==> src/rtl/tod_pkg.sv <==
// Shared types for the two-operand addressing decoder.
// Assumes a 16-bit instruction word with the field layout below.
package tod_pkg;

    // Operand kind codes, visible on the top-level mode outputs.
    typedef enum logic [2:0] {
        AM_REG       = 3'd0,
        AM_INDEXED   = 3'd1,
        AM_INDIRECT  = 3'd2,
        AM_AUTOINC   = 3'd3,
        AM_PCREL     = 3'd4,
        AM_ABSOLUTE  = 3'd5,
        AM_IMMEDIATE = 3'd6,
        AM_CONST     = 3'd7
    } amode_e;

    // Instruction word layout, most significant field first.
    typedef struct packed {
        logic [3:0] opc;
        logic [3:0] sreg;
        logic       ad;
        logic       bw;
        logic [1:0] as_m;
        logic [3:0] dreg;
    } iword_s;

    localparam int          IWORD_W = 16;
    localparam logic [3:0]  RN_PC   = 4'd0;
    localparam logic [3:0]  RN_SR   = 4'd2;
    localparam logic [3:0]  RN_CG   = 4'd3;

endpackage

==> src/rtl/tod_classify.sv <==
// Purely combinational operand classifier.
// Maps register numbers and mode bits to an operand kind. It flags whether
// each operand consumes an extension word and yields the generated constant.
// Assumes: register 0 is the PC, 2 the status register, 3 the constant source.
module tod_classify
    import tod_pkg::*;
#(
    parameter int WORD_W = 16
) (
    input  logic [3:0]        sreg,
    input  logic [1:0]        as_m,
    input  logic [3:0]        dreg,
    input  logic              ad,
    output amode_e            src_mode,
    output amode_e            dst_mode,
    output logic              src_ext,
    output logic              dst_ext,
    output logic [WORD_W-1:0] cg_val
);

    // Source kind: special registers first, then the general mode table.
    always_comb begin
        src_mode = AM_REG;
        cg_val   = '0;
        unique case (as_m)
            2'b00: begin
                if (sreg == RN_CG) begin
                    src_mode = AM_CONST;
                    cg_val   = '0;
                end else begin
                    src_mode = AM_REG;
                end
            end
            2'b01: begin
                if (sreg == RN_PC) begin
                    src_mode = AM_PCREL;
                end else if (sreg == RN_SR) begin
                    src_mode = AM_ABSOLUTE;
                end else if (sreg == RN_CG) begin
                    src_mode = AM_CONST;
                    cg_val   = WORD_W'(1);
                end else begin
                    src_mode = AM_INDEXED;
                end
            end
            2'b10: begin
                if (sreg == RN_SR) begin
                    src_mode = AM_CONST;
                    cg_val   = WORD_W'(4);
                end else if (sreg == RN_CG) begin
                    src_mode = AM_CONST;
                    cg_val   = WORD_W'(2);
                end else begin
                    src_mode = AM_INDIRECT;
                end
            end
            default: begin
                if (sreg == RN_PC) begin
                    src_mode = AM_IMMEDIATE;
                end else if (sreg == RN_SR) begin
                    src_mode = AM_CONST;
                    cg_val   = WORD_W'(8);
                end else if (sreg == RN_CG) begin
                    src_mode = AM_CONST;
                    cg_val   = '1;
                end else begin
                    src_mode = AM_AUTOINC;
                end
            end
        endcase
    end

    // Destination kind: one mode bit, two special registers.
    always_comb begin
        if (!ad)                dst_mode = AM_REG;
        else if (dreg == RN_PC) dst_mode = AM_PCREL;
        else if (dreg == RN_SR) dst_mode = AM_ABSOLUTE;
        else                    dst_mode = AM_INDEXED;
    end

    // Extension word usage per operand.
    always_comb begin
        src_ext = (src_mode == AM_INDEXED)  || (src_mode == AM_PCREL) ||
                  (src_mode == AM_ABSOLUTE) || (src_mode == AM_IMMEDIATE);
        dst_ext = ad;
    end

endmodule

==> src/rtl/tod_fetch_seq.sv <==
// Extension word fetch sequencer.
// Accepts a start when idle. It reads the source extension word, then the
// destination one (each only if needed), and ends with a one-cycle done.
// Assumes the read port returns data in the same cycle as the strobe.
module tod_fetch_seq #(
    parameter int ADDR_W  = 16,
    parameter int PC_STEP = 2
) (
    input  logic              clk,
    input  logic              rst_n,
    input  logic              start,
    input  logic              need_src,
    input  logic              need_dst,
    input  logic [ADDR_W-1:0] pc_base,
    output logic              accept,
    output logic              busy,
    output logic              done,
    output logic              rd_en,
    output logic [ADDR_W-1:0] rd_addr,
    output logic              rd_src,
    output logic              rd_dst,
    output logic [1:0]        len
);

    typedef enum logic [1:0] {ST_IDLE, ST_SRC, ST_DST, ST_FIN} st_e;

    localparam logic [ADDR_W-1:0] STEP = ADDR_W'(PC_STEP);

    st_e               st_q;
    logic              need_dst_q;
    logic [ADDR_W-1:0] pc_q;

    assign accept  = start && (st_q == ST_IDLE);
    assign busy    = (st_q != ST_IDLE);
    assign done    = (st_q == ST_FIN);
    assign rd_src  = (st_q == ST_SRC);
    assign rd_dst  = (st_q == ST_DST);
    assign rd_en   = rd_src || rd_dst;
    assign rd_addr = pc_q;

    // State, fetch pointer and length bookkeeping for one instruction.
    always_ff @(posedge clk) begin
        if (!rst_n) begin
            st_q       <= ST_IDLE;
            need_dst_q <= 1'b0;
            pc_q       <= '0;
            len        <= 2'd0;
        end else begin
            unique case (st_q)
                ST_IDLE: if (accept) begin
                    pc_q       <= pc_base + STEP;
                    need_dst_q <= need_dst;
                    len        <= 2'd1 + 2'(need_src) + 2'(need_dst);
                    if (need_src)      st_q <= ST_SRC;
                    else if (need_dst) st_q <= ST_DST;
                    else               st_q <= ST_FIN;
                end
                ST_SRC: begin
                    pc_q <= pc_q + STEP;
                    st_q <= need_dst_q ? ST_DST : ST_FIN;
                end
                ST_DST: begin
                    pc_q <= pc_q + STEP;
                    st_q <= ST_FIN;
                end
                default: st_q <= ST_IDLE;
            endcase
        end
    end

endmodule

==> src/rtl/tod_operand_res.sv <==
// Operand resolver.
// Fixes the operands that need no memory word at accept time. It completes
// the indexed, PC-relative, absolute and immediate operands when their
// extension word is read. Assumes the register values are valid at accept.
module tod_operand_res
    import tod_pkg::*;
#(
    parameter int WORD_W = 16
) (
    input  logic              clk,
    input  logic              rst_n,
    input  logic              accept,
    input  logic              rd_src,
    input  logic              rd_dst,
    input  logic [WORD_W-1:0] rd_addr,
    input  logic [WORD_W-1:0] rd_data,
    input  amode_e            src_mode_in,
    input  amode_e            dst_mode_in,
    input  logic [WORD_W-1:0] cg_val,
    input  logic              byte_mode,
    input  logic [WORD_W-1:0] src_reg_val,
    input  logic [WORD_W-1:0] dst_reg_val,
    output amode_e            src_mode_q,
    output amode_e            dst_mode_q,
    output logic [WORD_W-1:0] src_operand,
    output logic              src_mem,
    output logic [WORD_W-1:0] dst_operand,
    output logic              dst_mem,
    output logic              ainc_en,
    output logic [WORD_W-1:0] ainc_val
);

    logic [WORD_W-1:0] src_base_q;
    logic [WORD_W-1:0] dst_base_q;
    logic [WORD_W-1:0] step;

    assign step = byte_mode ? WORD_W'(1) : WORD_W'(2);

    // Source side: seed at accept, finish on the source word read.
    always_ff @(posedge clk) begin
        if (!rst_n) begin
            src_mode_q  <= AM_REG;
            src_operand <= '0;
            src_mem     <= 1'b0;
            src_base_q  <= '0;
            ainc_en     <= 1'b0;
            ainc_val    <= '0;
        end else if (accept) begin
            src_mode_q <= src_mode_in;
            src_base_q <= src_reg_val;
            ainc_en    <= (src_mode_in == AM_AUTOINC);
            ainc_val   <= (src_mode_in == AM_AUTOINC) ? src_reg_val + step : '0;
            unique case (src_mode_in)
                AM_REG:      begin src_operand <= src_reg_val; src_mem <= 1'b0; end
                AM_INDIRECT,
                AM_AUTOINC:  begin src_operand <= src_reg_val; src_mem <= 1'b1; end
                AM_CONST:    begin src_operand <= cg_val;      src_mem <= 1'b0; end
                AM_IMMEDIATE: begin src_operand <= '0;         src_mem <= 1'b0; end
                default:     begin src_operand <= '0;          src_mem <= 1'b1; end
            endcase
        end else if (rd_src) begin
            unique case (src_mode_q)
                AM_INDEXED:  src_operand <= src_base_q + rd_data;
                AM_PCREL:    src_operand <= rd_addr + rd_data;
                default:     src_operand <= rd_data;
            endcase
        end
    end

    // Destination side: seed at accept, finish on the destination word read.
    always_ff @(posedge clk) begin
        if (!rst_n) begin
            dst_mode_q  <= AM_REG;
            dst_operand <= '0;
            dst_mem     <= 1'b0;
            dst_base_q  <= '0;
        end else if (accept) begin
            dst_mode_q  <= dst_mode_in;
            dst_base_q  <= dst_reg_val;
            dst_mem     <= (dst_mode_in != AM_REG);
            dst_operand <= (dst_mode_in == AM_REG) ? dst_reg_val : '0;
        end else if (rd_dst) begin
            unique case (dst_mode_q)
                AM_INDEXED:  dst_operand <= dst_base_q + rd_data;
                AM_PCREL:    dst_operand <= rd_addr + rd_data;
                default:     dst_operand <= rd_data;
            endcase
        end
    end

endmodule

==> src/rtl/two_op_addr_decoder.sv <==
// Top of the two-operand addressing decoder.
// Captures the instruction at an accepted start and classifies both operands.
// Sequences up to two extension word reads and presents the resolved operands
// with a done strobe. Assumes the caller supplies both register values with start.
module two_op_addr_decoder
    import tod_pkg::*;
#(
    parameter int WORD_W  = 16,
    parameter int PC_STEP = 2
) (
    input  logic              clk,
    input  logic              rst_n,
    input  logic              start,
    input  logic [15:0]       instr,
    input  logic [WORD_W-1:0] pc_in,
    input  logic [WORD_W-1:0] src_reg_val,
    input  logic [WORD_W-1:0] dst_reg_val,
    output logic              mem_rd_en,
    output logic [WORD_W-1:0] mem_addr,
    input  logic [WORD_W-1:0] mem_rdata,
    output logic [3:0]        opcode,
    output logic [3:0]        src_reg,
    output logic [3:0]        dst_reg,
    output logic              byte_op,
    output logic [1:0]        as_bits,
    output logic              ad_bit,
    output logic [2:0]        src_mode,
    output logic [2:0]        dst_mode,
    output logic [WORD_W-1:0] src_operand,
    output logic              src_mem,
    output logic [WORD_W-1:0] dst_operand,
    output logic              dst_mem,
    output logic              autoinc_en,
    output logic [WORD_W-1:0] autoinc_val,
    output logic              busy,
    output logic              done,
    output logic [1:0]        instr_len
);

    iword_s            live_w;
    iword_s            instr_q;
    amode_e            cls_src, cls_dst, res_src, res_dst;
    logic              cls_src_ext, cls_dst_ext;
    logic [WORD_W-1:0] cls_cg;
    logic              accept, rd_src, rd_dst;

    assign live_w = instr;

    // Hold the accepted instruction word for the field outputs.
    always_ff @(posedge clk) begin
        if (!rst_n)      instr_q <= '0;
        else if (accept) instr_q <= live_w;
    end

    assign opcode  = instr_q.opc;
    assign src_reg = instr_q.sreg;
    assign dst_reg = instr_q.dreg;
    assign byte_op = instr_q.bw;
    assign as_bits = instr_q.as_m;
    assign ad_bit  = instr_q.ad;

    tod_classify #(.WORD_W(WORD_W)) u_cls (
        .sreg     (live_w.sreg),
        .as_m     (live_w.as_m),
        .dreg     (live_w.dreg),
        .ad       (live_w.ad),
        .src_mode (cls_src),
        .dst_mode (cls_dst),
        .src_ext  (cls_src_ext),
        .dst_ext  (cls_dst_ext),
        .cg_val   (cls_cg)
    );

    tod_fetch_seq #(.ADDR_W(WORD_W), .PC_STEP(PC_STEP)) u_seq (
        .clk      (clk),
        .rst_n    (rst_n),
        .start    (start),
        .need_src (cls_src_ext),
        .need_dst (cls_dst_ext),
        .pc_base  (pc_in),
        .accept   (accept),
        .busy     (busy),
        .done     (done),
        .rd_en    (mem_rd_en),
        .rd_addr  (mem_addr),
        .rd_src   (rd_src),
        .rd_dst   (rd_dst),
        .len      (instr_len)
    );

    tod_operand_res #(.WORD_W(WORD_W)) u_res (
        .clk         (clk),
        .rst_n       (rst_n),
        .accept      (accept),
        .rd_src      (rd_src),
        .rd_dst      (rd_dst),
        .rd_addr     (mem_addr),
        .rd_data     (mem_rdata),
        .src_mode_in (cls_src),
        .dst_mode_in (cls_dst),
        .cg_val      (cls_cg),
        .byte_mode   (live_w.bw),
        .src_reg_val (src_reg_val),
        .dst_reg_val (dst_reg_val),
        .src_mode_q  (res_src),
        .dst_mode_q  (res_dst),
        .src_operand (src_operand),
        .src_mem     (src_mem),
        .dst_operand (dst_operand),
        .dst_mem     (dst_mem),
        .ainc_en     (autoinc_en),
        .ainc_val    (autoinc_val)
    );

    assign src_mode = res_src;
    assign dst_mode = res_dst;

endmodule

==> config.mk <==
export PLATFORM = sky130hd
export DESIGN_NAME = two_op_addr_decoder
export DESIGN_NICKNAME = d
export VERILOG_FILES = /design/src/rtl/tod_pkg.sv /design/src/rtl/tod_classify.sv /design/src/rtl/tod_fetch_seq.sv /design/src/rtl/tod_operand_res.sv /design/src/rtl/two_op_addr_decoder.sv
export SDC_FILE = /design/constraint.sdc
export NUM_CORES = 1
export LEC_CHECK = 0
export BUFFER_PORTS_ARGS = -buffer_cell sky130_fd_sc_hd__buf_2
export CAP_MARGIN = 10
export CORE_MARGIN = 10
export CORE_UTILIZATION = 45
export CTS_CLUSTER_SIZE = 40
export DETAILED_ROUTE_END_ITERATION = 10
export GPL_TIMING_DRIVEN = 0
export PLACE_DENSITY = 0.63
export SKIP_LAST_GASP = 1
export SYNTH_ARGS = -nofsm -noshare
export SYNTH_HDL_FRONTEND = slang
export SYNTH_SLANG_ARGS = --single-unit
==> constraint.sdc <==
create_clock -name clk -period 7.5 [get_ports clk]
set_input_delay 0 -clock clk [delete_from_list [all_inputs] [get_ports clk]]
set_output_delay 0 -clock clk [all_outputs]
set_load 0.01 [all_outputs]
After elaboration in Yosys (flattened, before gate mapping):

Cells that the tools add are included.

* flip-flop bits (word level): 126
* bits of input ports: 83
* output and inout bits: 94
* word-level logic and storage cells: 109

* $add $sub $neg: 8
* equality and inequality tests: 20
* muxes and demuxes: 40
* reduce and logical (&&, ||, !) cells: 21

Operators with widths (count)
* 16-bit 2-to-1 mux: 13
* 16-bit case mux with 2 select lines: 4
* 16-bit adder: 4
* 16-bit case mux with 3 select lines: 1
* 3-bit 2-to-1 mux: 12
* 16-bit by 2-bit adder with 16-bit output (second input constant): 2
* 3-bit equality test (second input constant): 6
* 4-bit by 2-bit equality test with 1-bit output (second input constant): 3
* 3-bit by 1-bit equality test with 1-bit output (second input constant): 3
* 3-bit case mux with 3 select lines: 1
* 4-bit logical NOT: 2
* 2-bit 2-to-1 mux: 4
* 2-bit nonzero test: 4
* 2-bit equality test (second input constant): 3
* 3-bit by 2-bit equality test with 1-bit output (second input constant): 2
* 3-bit logical NOT: 2
* 2-bit case mux with 3 select lines: 1
* 3-bit OR reduction: 2
* 2-bit by 1-bit equality test with 1-bit output (second input constant): 2
* 2-bit logical NOT: 2
* 1-bit logical OR: 4
* 1-bit 2-to-1 mux: 4
* 2-bit AND reduction: 2
* 3-bit nonzero test: 1
* other kinds (5): 5

Depth between registers and ports, before layout:

* depth in word-level cells: 12
* mapped depth: 15

Hierarchy:

From an unflattened synthesis, not the netlist that was laid out.

* cell total of the unflattened synthesis: 1126
* area, all modules: 9386.5 µm²

By module, submodules not included
* tod_operand_res: times used 1, cells an instance 847, area each 6912.9 µm²
* tod_fetch_seq: times used 1, cells an instance 195, area each 1605.3 µm²
* two_op_addr_decoder: times used 1, cells an instance 51, area each 615.6 µm²
* tod_classify: times used 1, cells an instance 33, area each 252.7 µm²

Worst setup path before layout:

OpenSTA, ideal clock, no wires.

* kind: register to register
* start point: reg u_seq.st_q[0]
* end point: reg u_seq.pc_q[13], in the netlist u_seq.rd_addr[13]
* library setup time: 120 ps
* data arrival time: 3271 ps
* slack: 4110 ps
* cell stages (with the launch flop): 16
* buffers on the path: 4
* period minus slack after synthesis: 3390 ps
* cells stage by stage: dfxtp_1 -> inv_1 -> ha_1 -> buf_6 -> clkbuf_4 -> buf_2 -> buf_1 -> mux2_2 -> ha_1 -> inv_1 -> a221oi_4 -> nand3_2 -> or2_4 -> a21oi_2 -> nor2b_1 -> o31a_1

* longest elaborated chain between the ends: 4
* elaborated cells between the ends (all ways): 9

RTL lines
* start, declared: line tod_fetch_seq.sv:29 `st_e st_q;`
* start signal, assigned: line tod_fetch_seq.sv:60 `st_q <= need_dst_q ? ST_DST : ST_FIN;`
* 2-bit equality test (tied with other cells): line tod_fetch_seq.sv:49 `unique case (st_q)`
* 2-bit OR reduction (no source line) / 1-bit logical AND (equally long branches)
* 2-bit nonzero test (no source line) / 2-bit inequality test (equally long branches)
* 2-bit AND reduction (no source line)
* end signal, assigned: line tod_fetch_seq.sv:51 `pc_q <= pc_base + STEP;`
* end signal, assigned: line tod_fetch_seq.sv:59 `pc_q <= pc_q + STEP;`
* end signal, assigned: line tod_fetch_seq.sv:63 `pc_q <= pc_q + STEP;`
* end, declared: line tod_fetch_seq.sv:31 `logic [ADDR_W-1:0] pc_q;`

Several ways; a longest one is shown, not always the timed one.
A chain may end at the register's enable or synchronous reset.

Worst setup path after layout:

Ends and elaborated chain as after synthesis.

==> results.yml <==
synth:
  synth_compound_area_share_pct: 31.06
  synth_top_cell_area_share_pct: 27.62
  synth_most_common_cell: "nand2_1"
  ys_seq_elements: 124
  synth_top_family_by_area: "compound AO/OA/AOI/OAI gates"
  synthMuxAreaShare_pct: 2.269
  synth_xor_area_share_pct: 4.288
  synthTopCellsByCount: "192 x nand2_1, 124 x dfxtp_1, 101 x a21oi_1"
  yosys-top-cells-area: "dfxtp_1 28%, nand2_1 8.0%, ha_1 7.8%, a21oi_1 5.6%, o21ai_0 3.5%"
  syn-num-nets: 1295
  ys_seq_area_share_pct: 27.62
  synthCells: 1152
  async_flop_share_pct: 0
  avgSynthCellArea_um2: 7.802
  yosys.area.top_type: "dfxtp_1"
  synth_cell_types: 87
  synth-main-ff-cell: "dfxtp_1"
  mappedNetlistArea_um2: 8987
  synthSimpleGateAreaFrac_pct: 21.79
  synth-adder-area-share_pct: 8.687
  yosys_warnings: 0
  synth_edf_count: 0
floorplanning:
  die-area_um2: 26020
  start_util_pct: 46.03
  fp.coreArea_um2: 19530
  ios: 177
  rows: 51
  die_h_um: 161.3
  fp.dieW_um: 161.3
power:
  p_sw_mw: 1.717
  p_clk_share_pct: 23.6
  power.leakage_nw: 4.947
  ir_drop_v: 0.0002029
  powerDensity_nw_per_um2: 335.3
  switching_share_pct: 44.77
  p_seq_share_pct: 25.3
  p_int_mw: 2.117
  combPwrFrac_pct: 51.1
critical_path:
  critPathMaxFanout: 10
  critPathMaxStageDelay_ps: 530
  required_ps: 7820
  cp_cell_sequence: "inv_1 -> ha_1 -> buf_6 -> clkbuf_4 -> buf_2 -> buf_1 -> mux2_2 -> ha_1 -> inv_1 -> a221oi_4 -> nand3_2 -> or2_4 -> a21oi_2 -> nor2b_1 -> o31a_1"
  startpoint_type: "flop"
  critical-path-slowest-cell: "buf_1"
  rrSetupSlack_ps: 3420
  critPathTopFamily: "buffers and inverters"
  cp_num_buf_inv: 6
  cp-end-kind: "flop"
  worstSetupPathType: "reg -> reg"
  critPathArrivalTime_ps: 4400
placement:
  dp.cells: 1591
  gp_congestion: 0.9411
  dp_hpwl_um: 27510
  portBuffers: 174
sta:
  drv_slew: 0
  relSlewSlack_pct: 36.05
  setup_viol: 0
  tightestPinTransition_ps: 959.2
  setup_tns_ps: 0
  layout_min_cycle_time_ps: 4080
  fin_skew_ps: 15.33
  rsz0062_at_grt: "no"
  fmax_mhz: 245.1
  finalCritPeriodShare_pct: 54.41
  final_hold_viol_count: 0
  hold_ws_ps: 15.85
detailed_routing:
  viasPerCell: 5.860
  route.met2.wl_um: 15870
  wl_per_cell_um: 21.28
  dr.max_layer_used: "met5"
  met3_length_um: 3332
  routed_wl_um: 35840
  m1WireLength_um: 15740
  ant_nets: 0
  drtIter0Drc: 1001
  via_count: 9869
  drtPass1Iterations: 6
  drt_drc_violations_left: 0
layout:
  final_layout_size_suffix_gt1_share_pct: 17.42
  stdcell_count: 1684
  areaGrowthSynthToFinish_pct: 27.25
  nets: 1549
cts:
  clk_root_buffer_cell: "clkbuf_16"
  cts_buffers: 17
  cts_sinks: 124
  cts_buffer_depth: 2
  htree_levels: 4
  clk_latency_ps: 440
  clk_pin_slew_worst_paths_ps: 60
  cts_tree: "built"
  cts-resized-gates: 0
global_route:
  grt_pass1_wl_um: 55060
  grt_pass1_vias: 9680
  antenna_found_initial: 1
  grt_overflow_total: 0
  grt_max_degree: 17
  grt_usage_pct: 26.67
flow_run:
  cap_viol_max_count: 0
outcome:
  status: "finished, final reports clean"
hold_path:
  hold_class: "in -> reg"
-- power groups by stage --
stage | Clock, mW | Combinational, mW | Sequential [mW]
after CTS | 0.913 | 1.93 | 0.969
final | 0.904 | 1.96 | 0.971
after detailed placement | 0 | 1.89 | 0.982
after floorplan | 0 | 1.21 | 1.00
after global placement | 0 | 1.88 | 0.981
after global routing | 0.935 | 2.13 | 0.988
-- stage by stage --
step	util (%)	power (mW)	cell area, um^2	worst slack, ps
floorplan	-	2.209	8987	4110
global placement	52.19	2.862	10190	3537
detailed placement	52.19	2.873	10190	3501
CTS	58.55	3.807	11430	3486
global route	58.55	4.056	11430	3190
finish	58.57	3.834	11440	3420
-- cell usage in the layout, fill, tap and decap left out, types with 26 or more instances in the layout --
cell type,count
a21oi_1,101
nor2_1,71
o21ai_0,62
dfxtp_1,124
buf_2,179
inv_1,26
clkbuf_1,49
nand2_1,192
ha_1,56
dlygate4sd3_1,61
-- routing by layer --
| metal | track usage (%) | vias up |
|---|---|---|
| met4 | 8.602 | 2 |
| met2 | 41.43 | 407 |
| met1 | 35.27 | 4615 |
| met5 | 0 | - |
| li1 | - | 4774 |
| met3 | 6.889 | 71 |
-- kinds of logic after synthesis --
logic type	count (synthesis)
mux	20
fa+ha+maj	60
buf+inv	96
other cells	1
flops	124
simple gates	403
compound gates	404
xor+xnor	44
-- what timing repair did --
item | in CTS | in global routing
setup buffers | 0 | 0
endpoints found under the hold margin | 89 | 0
hold buffers | 61 | 0
-- worst min-delay path: stages --
cell and delay [ps]:
buf_2 160, mux2i_1 90, o211ai_1 80, a21oi_1 60
-- final cells by class --
type | instances | area (um^2)
Antenna cell | 1 | 2.502
Buffer | 68 | 276.5
Clock buffer | 20 | 466.7
Clock inverter | 11 | 166.4
Fill cell | 1917 | 8090
Inverter | 28 | 105.1
Multi-Input combinational cell | 932 | 6123
Sequential cell | 124 | 2482
Tap cell | 265 | 331.6
Timing Repair Buffer | 235 | 1481
-- final timing paths --
kind,cells after the start,endpoint,from
setup / recovery,15,u_seq.rd_addr[13],u_seq.st_q[0]
hold / removal,4,u_seq.rd_addr[3],pc_in[3]
setup reg to reg,15,u_seq.rd_addr[13],u_seq.st_q[0]
hold reg to reg,2,u_res.ainc_val[9],u_res.ainc_val[9]
Note: power is estimated with default switching activity, not from simulation.
